## src/rtl/sadc_pkg.sv

```systemverilog
package sadc_pkg;

  // Phases of one serial transaction
  typedef enum logic [1:0] {
    PH_IDLE,
    PH_LOW,
    PH_HIGH,
    PH_GAP
  } phase_t;

  // Serial half-periods of chip-select-high time between transactions
  localparam int GAP_HALVES = 2;

endpackage

```

## src/rtl/sadc_divider.sv

```systemverilog
module sadc_divider #(
  parameter int DIV_HALF = 100
) (
  input  logic clk,
  input  logic rst,
  input  logic clear,
  output logic tick
);
  localparam int CW = (DIV_HALF > 1) ? $clog2(DIV_HALF) : 1;

  logic [CW-1:0] cnt;

  assign tick = (cnt == CW'(DIV_HALF - 1));

  always_ff @(posedge clk) begin
    if (rst || clear) begin
      cnt <= '0;
    end else if (tick) begin
      cnt <= '0;
    end else begin
      cnt <= cnt + 1'b1;
    end
  end

  initial begin
    if (DIV_HALF < 2) $error("DIV_HALF must be at least 2");
  end

endmodule

```

## src/rtl/sadc_sequencer.sv

```systemverilog
module sadc_sequencer
  import sadc_pkg::*;
#(
  parameter int DIV_HALF  = 100,
  parameter int ADDR_N    = 5,
  parameter int BASE_N    = 13,
  parameter int FULL_N    = 20,
  parameter int FIRST_SMP = 7,
  parameter int K_W       = 5
) (
  input  logic              clk,
  input  logic              rst,
  input  logic              tick,
  input  logic              req_valid,
  input  logic [ADDR_N-1:0] frame_in,
  input  logic              verify_in,
  output logic              accept,
  output logic              ready,
  output logic              sclk,
  output logic              cs_n,
  output logic              sdo,
  output logic              oe,
  output logic              smp_stb,
  output logic              finish,
  output logic              verify_q
);
  localparam int GAP_CYC = GAP_HALVES * DIV_HALF;
  localparam int HW      = $clog2(GAP_CYC + 1);
  localparam int GW      = $clog2(GAP_HALVES + 1);

  phase_t            ph;
  logic [K_W-1:0]    k;
  logic [ADDR_N-1:0] frame_q;
  logic [GW-1:0]     gcnt;
  logic [K_W-1:0]    last_pulse;
  logic [HW-1:0]     hi_cnt;

  assign last_pulse = verify_q ? K_W'(FULL_N) : K_W'(BASE_N);
  assign accept     = req_valid && ready;
  assign smp_stb    = (ph == PH_LOW) && tick && (k >= K_W'(FIRST_SMP));
  assign finish     = (ph == PH_LOW) && tick && (k > last_pulse);

  always_ff @(posedge clk) begin
    if (rst) begin
      ph       <= PH_IDLE;
      k        <= '0;
      frame_q  <= '0;
      gcnt     <= '0;
      ready    <= 1'b1;
      sclk     <= 1'b0;
      cs_n     <= 1'b1;
      sdo      <= 1'b0;
      oe       <= 1'b0;
      verify_q <= 1'b0;
    end else begin
      case (ph)
        PH_IDLE: begin
          if (accept) begin
            ph       <= PH_LOW;
            k        <= K_W'(1);
            cs_n     <= 1'b0;
            oe       <= 1'b1;
            sdo      <= frame_in[ADDR_N-1];
            frame_q  <= frame_in << 1;
            verify_q <= verify_in;
            ready    <= 1'b0;
          end
        end
        PH_LOW: begin
          if (tick) begin
            if (finish) begin
              ph   <= PH_GAP;
              cs_n <= 1'b1;
              gcnt <= '0;
            end else begin
              ph   <= PH_HIGH;
              sclk <= 1'b1;
            end
          end
        end
        PH_HIGH: begin
          if (tick) begin
            sclk <= 1'b0;
            ph   <= PH_LOW;
            k    <= k + 1'b1;
            if (k < K_W'(ADDR_N)) begin
              oe      <= 1'b1;
              sdo     <= frame_q[ADDR_N-1];
              frame_q <= frame_q << 1;
            end else begin
              oe  <= 1'b0;
              sdo <= 1'b0;
            end
          end
        end
        PH_GAP: begin
          if (tick) begin
            if (gcnt == GW'(GAP_HALVES - 1)) begin
              ph    <= PH_IDLE;
              ready <= 1'b1;
            end else begin
              gcnt <= gcnt + 1'b1;
            end
          end
        end
        default: ph <= PH_IDLE;
      endcase
    end
  end

  // Chip-select high time, saturating; used by the gap check
  always_ff @(posedge clk) begin
    if (rst) begin
      hi_cnt <= HW'(GAP_CYC);
    end else if (!cs_n) begin
      hi_cnt <= '0;
    end else if (hi_cnt != HW'(GAP_CYC)) begin
      hi_cnt <= hi_cnt + 1'b1;
    end
  end

  AST_CS_HELD: assert property (@(posedge clk) disable iff (rst)
    (ph == PH_LOW || ph == PH_HIGH) |-> !cs_n);
  AST_CS_CLK_LOW: assert property (@(posedge clk) disable iff (rst)
    !$stable(cs_n) |-> (!sclk && !$past(sclk)));
  AST_SCLK_ON_TICK: assert property (@(posedge clk) disable iff (rst)
    !$stable(sclk) |-> $past(tick));
  AST_DRIVE_ADDR_ONLY: assert property (@(posedge clk) disable iff (rst)
    oe |-> (k <= K_W'(ADDR_N)));
  AST_BUSY_IGNORE: assert property (@(posedge clk) disable iff (rst)
    $fell(cs_n) |-> ($past(ready) && $past(req_valid)));
  AST_GAP_LEN: assert property (@(posedge clk) disable iff (rst)
    $fell(cs_n) |-> (hi_cnt >= HW'(GAP_CYC)));

endmodule

```

## src/rtl/sadc_collector.sv

```systemverilog
module sadc_collector #(
  parameter int RES_W = 8
) (
  input  logic             clk,
  input  logic             rst,
  input  logic             start,
  input  logic             smp_stb,
  input  logic             sdi,
  input  logic             finish,
  input  logic             verify,
  output logic             done,
  output logic [RES_W-1:0] result,
  output logic             mismatch
);
  localparam int SW = $clog2(2 * RES_W);

  logic [SW-1:0]    sidx;
  logic [RES_W-1:0] msb_q, msb_nxt;
  logic [RES_W-2:0] lsb_q, lsb_nxt;
  logic             take_msb, take_lsb;

  assign take_msb = smp_stb && (sidx < SW'(RES_W));
  assign take_lsb = smp_stb && (sidx >= SW'(RES_W));
  assign msb_nxt  = take_msb ? {msb_q[RES_W-2:0], sdi} : msb_q;
  assign lsb_nxt  = take_lsb ? {sdi, lsb_q[RES_W-2:1]} : lsb_q;

  always_ff @(posedge clk) begin
    if (rst) begin
      sidx     <= '0;
      msb_q    <= '0;
      lsb_q    <= '0;
      done     <= 1'b0;
      result   <= '0;
      mismatch <= 1'b0;
    end else begin
      done <= finish;
      if (start) begin
        sidx  <= '0;
        msb_q <= '0;
        lsb_q <= '0;
      end else begin
        msb_q <= msb_nxt;
        lsb_q <= lsb_nxt;
        if (smp_stb) sidx <= sidx + 1'b1;
      end
      if (finish) begin
        result   <= msb_nxt;
        mismatch <= verify && (lsb_nxt != msb_nxt[RES_W-1:1]);
      end
    end
  end

  AST_DONE_PULSE: assert property (@(posedge clk) disable iff (rst)
    done |=> !done);
  AST_SAMPLE_COUNT: assert property (@(posedge clk) disable iff (rst)
    finish |-> (smp_stb && sidx == (verify ? SW'(2*RES_W-2) : SW'(RES_W-1))));
  AST_PLAIN_NO_MISMATCH: assert property (@(posedge clk) disable iff (rst)
    (finish && !verify) |=> !mismatch);

endmodule

```

## src/rtl/sadc_host.sv

```systemverilog
module sadc_host #(
  parameter int DIV_HALF = 100,
  parameter int CHAN_W   = 2,
  parameter int RES_W    = 8
) (
  input  logic              clk,
  input  logic              rst,
  input  logic              req_valid,
  input  logic [CHAN_W-1:0] req_chan,
  input  logic              req_single,
  input  logic              req_sign,
  input  logic              req_verify,
  output logic              req_ready,
  output logic              cs_n,
  output logic              ser_clk,
  output logic              ser_dout,
  output logic              ser_dout_en,
  input  logic              ser_din,
  output logic              done,
  output logic [RES_W-1:0]  result,
  output logic              mismatch
);
  localparam int WORD_W    = CHAN_W + 2;
  localparam int ADDR_N    = WORD_W + 1;
  localparam int BASE_N    = ADDR_N + RES_W;
  localparam int FULL_N    = BASE_N + RES_W - 1;
  localparam int FIRST_SMP = ADDR_N + 2;
  localparam int K_W       = $clog2(FULL_N + 2);

  logic              tick, accept, smp_stb, finish, verify_q;
  logic [ADDR_N-1:0] frame;

  assign frame = {1'b1, req_single, req_sign, req_chan};

  sadc_divider #(.DIV_HALF(DIV_HALF)) u_div (
    .clk   (clk),
    .rst   (rst),
    .clear (accept),
    .tick  (tick)
  );

  sadc_sequencer #(
    .DIV_HALF  (DIV_HALF),
    .ADDR_N    (ADDR_N),
    .BASE_N    (BASE_N),
    .FULL_N    (FULL_N),
    .FIRST_SMP (FIRST_SMP),
    .K_W       (K_W)
  ) u_seq (
    .clk       (clk),
    .rst       (rst),
    .tick      (tick),
    .req_valid (req_valid),
    .frame_in  (frame),
    .verify_in (req_verify),
    .accept    (accept),
    .ready     (req_ready),
    .sclk      (ser_clk),
    .cs_n      (cs_n),
    .sdo       (ser_dout),
    .oe        (ser_dout_en),
    .smp_stb   (smp_stb),
    .finish    (finish),
    .verify_q  (verify_q)
  );

  sadc_collector #(.RES_W(RES_W)) u_col (
    .clk      (clk),
    .rst      (rst),
    .start    (accept),
    .smp_stb  (smp_stb),
    .sdi      (ser_din),
    .finish   (finish),
    .verify   (verify_q),
    .done     (done),
    .result   (result),
    .mismatch (mismatch)
  );

  AST_DONE_WITH_CS: assert property (@(posedge clk) disable iff (rst)
    done |-> $rose(cs_n));

endmodule

```

## config.mk

```make
export PLATFORM = sky130hd
export DESIGN_NAME = sadc_host
export DESIGN_NICKNAME = d
export VERILOG_FILES = /design/src/rtl/sadc_pkg.sv /design/src/rtl/sadc_divider.sv /design/src/rtl/sadc_sequencer.sv /design/src/rtl/sadc_collector.sv /design/src/rtl/sadc_host.sv
export SDC_FILE = /design/constraint.sdc
export NUM_CORES = 1
export LEC_CHECK = 0
export BUFFER_PORTS_ARGS = -buffer_cell sky130_fd_sc_hd__buf_2
export CORE_UTILIZATION = 35
export CTS_CLUSTER_DIAMETER = 50
export CTS_CLUSTER_SIZE = 25
export DETAILED_ROUTE_END_ITERATION = 8
export GPL_ROUTABILITY_DRIVEN = 0
export SLEW_MARGIN = 15
export SYNTH_ARGS = -nofsm -noshare
export SYNTH_HDL_FRONTEND = slang
export SYNTH_HIERARCHICAL = 1
export SYNTH_SLANG_ARGS = --single-unit
export TNS_END_PERCENT = 5
```

## constraint.sdc

```tcl
create_clock -name clk -period 5.95 [get_ports clk]
set_clock_uncertainty 0.15 [all_clocks]
set_input_delay 0.2975 -clock clk [delete_from_list [all_inputs] [get_ports clk]]
set_output_delay 0.2975 -clock clk [all_outputs]
set_load 0.005 [all_outputs]
```

==> metrics.txt <==
synthesis warning total=6; chip height=89.8 um; Power per Cell Area=213 mW/mm^2; Via density=slightly above 5; # diodes=0; routed wire length=~5300 um; Peak supply drop=between 0.00008 and 0.00009 V; overall routing resource usage=13.8%; Gate Count Post-Synth=~300; core area=between 0.007 and 0.008 sq mm; ANT nets after route=0; Seq/Total Area, Yosys=around 41%; hold crit path type=input port to flop; # H-tree levels=2; Die X-Extent=89.8 um; Max Cap Viol=0; CTS clk-pin slew, worst paths=approximately 0.090 ns; num rows=31; CP max FO=18; I/O Pins=24; top_reg_cell synth=dfxtp_1; Worst-Skew Late Latency=0.30 ns; Total Neg Setup Slack=0 ns; Seq pwr share=between 60% and 70%; Worst slew margin=between 30% and 40%; CTS Root Buffer Type=clkbuf_8; nets@finish=around 340; CTS tree=built; Post-route DRC=0; clock buffer depth=2; Syn-to-layout area delta=9.56%; P_int=~0.48 mW; Final Slew Violations=0; hold_buf cts=0; total CTS buffers=5; Initial Util=36.8%; 1st-pass router iterations=4; Post-Synth Adder-Cell Area=roughly 4.2%; syn_area_per_cell=around 9 sq um; synthesized area=about 0.0027 sq mm; async set-or-reset flop fraction in the synthesized netlist=0%; CP Data Required Time=5.97 ns; synth top area cells=dfxtp_1 (41%), mux2i_1 (4.8%), nor2_1 (4.6%); DR WL/cell=around 13 um; via count=approximately 2.1k; Max Clk Rate=approximately 310 MHz; Final Setup Violations=0; xor/xnor cell area share of the yosys netlist=between 7 and 8%; post-CTS sizing=0; final core utilization=40.3%; vias in the first global route=about 1.9k; critical path type=flop to flop; I/O Buffers=23; # clock sinks=between 50 and 60; Yosys cell types=54; largest family of logic cells by synthesized area=simple AND/OR/NAND/NOR gates; full die area=0.00806 sq mm; largest area contributor in the netlist=dfxtp_1; RSZ-0062 raised after global routing=false; CP top delay family=simple AND/OR/NAND/NOR gates; HPWL Detailed=~3700 um; crit path DAT=between 3 and 4 ns; Crit path top cell by count=nor2_1; complex-gate fraction of the synthesized area=17.9%; post-synthesis mux area share=4.83%; global-route wire length before repair=9150 um; initial antenna violation count=0; Clk pwr share=roughly a third; Critical Path End Type=flop; Slew @ Worst Pin=~0.95 ns; Sw Ratio=24.3%; Fin Hold WS=slightly above 0.08 ns; combinational group share of total power=around 7.0%; postcts setup bufs=0; Min Clock Period, post-route=~3.2 ns; Pleak=1.08 nW; Final Hold Fails=0; simple-gate share of the synthesized area=between 20 and 25%; number of flops mapped to enable cells by yosys=0; Post-Syn Nets=~320; sw power=roughly 0.15 mW; slowest stage cell, crit path=nor2b_1; CP Buf/Inv Count=1; share of cells above drive strength 1=between 10% and 20%; startpoint types=flop; post-synthesis register bit count=55; Tcrit/Tclk final=53.8%; area share of the largest cell type after synthesis=between 40% and 50%; largest net degree at the start of global routing=29; run status=finished clean; DR iter-0 viols=146; total gr overflow=0; CP cell instances=ha_1 > nand2b_1 > nor2_1 > nand3b_1 > nor2_1 > buf_4 > nor2b_1 > mux2i_1 > a211oi_1; CP max stage delay=0.79 ns
-- power by group through the flow --
| stage | registers, mW | logic [mW] | clock network, mW |
|---|---|---|---|
| 3_3_place_gp | 0.393 | 0.0440 | 0 |
| 6_report | 0.384 | 0.0440 | 0.200 |
| 4_1_cts | 0.384 | 0.0446 | 0.208 |
| 3_5_place_dp | 0.393 | 0.0445 | 0 |
| 5_1_grt | 0.386 | 0.0495 | 0.229 |
| 2_1_floorplan | 0.390 | 0.0326 | 0 |
-- cells by family (layout without fill, tap and decap cells) --
kind of cell	Yosys count	after routing
adder cells (fa/ha/maj)	9	9
AO/OA/AOI/OAI	69	69
multiplexers	13	13
AND/OR/NAND/NOR	107	107
buffers and inverters	25	44
flip-flops	55	55
other	1	1
XOR/XNOR	22	22
-- Yosys cell counts (2+ instances only) --
cell      count
a211oi_1     15
a21o_1        3
a21oi_1      23
a21oi_2       2
a311oi_1      5
a31oi_1       3
and2_1        3
buf_2         2
buf_4         6
clkbuf_1      4
dfxtp_1      55
ha_1          9
inv_1        12
mux2i_1      13
nand2_1      22
nand2_2       2
nand3_1      12
nand4_1       3
nor2_1       33
nor2b_1       6
nor3_1        4
nor4_1        2
o21ai_0       6
or3_1         4
or4_1         3
xnor2_1       9
xor2_1       13
-- path summary, 6_finish.rpt --
| path | cells after the start | slack [ns] | endpoint | start |
|---|---|---|---|---|
| setup / recovery | 9 | 2.75 | u_col/result[3]$_SDFFE_PP0P_ | u_div/cnt[0]$_SDFF_PP0_ |
| hold / removal | 2 | 0.08 | u_seq/frame_q[1]$_SDFFE_PP0P_ | req_chan[0] |
| setup reg to reg | 9 | 2.75 | u_col/result[3]$_SDFFE_PP0P_ | u_div/cnt[0]$_SDFF_PP0_ |
| hold reg to reg | 2 | 0.32 | u_seq/oe$_SDFFE_PP0P_ | u_seq/oe$_SDFFE_PP0P_ |
-- sequential cells by signal (all words and copies together) (netlist names), 2 cells and up --
register and count:
u_col/msb_q 8, u_col/result 8, u_col/lsb_q 7, u_div/cnt 7, u_seq/k 5, u_col/sidx 4
u_seq/frame_q 4, u_seq/gcnt 2, u_seq/ph 2
-- routing by layer --
metal,track usage (%),vias up,routed length (um)
met1,18.7,1000,2670
met4,4.78,0,83
li1,-,1102,-
met5,0,-,0
met3,3.38,7,150
met2,21.2,29,2360
-- per-stage QoR --
step                      instances  area (sq um)  setup slack [ns]  power (mW)
after floorplan                 301          2700              3.42       0.423
after global placement          411          2870              2.85       0.437
after detailed placement        411          2870              2.74       0.437
after CTS                       419          2950              2.74       0.637
after global routing            419          2950              2.36       0.665
final                           419          2950              2.75       0.628
-- cell type report --
class / count / area, sq um
fillers: 727 / 4380
clock buffers: 6 / 72.6
well taps: 99 / 124
inverters: 12 / 45.0
multi-input cells: 221 / 1480
flip-flops and latches: 55 / 1100
clock inverters: 2 / 12.5
repair buffers: 24 / 123
-- cells in the final DEF (no fill, tap or decap), drive strengths merged, types with 8 or more instances in the layout --
cell,n
a211oi,16
mux2i,13
xor2,13
a21oi,25
xnor2,9
o21ai,8
ha,9
inv,12
nor2,33
buf,24
nand3,13
nand2,24
dfxtp,55
Note: power is estimated with default switching activity, not from simulation.
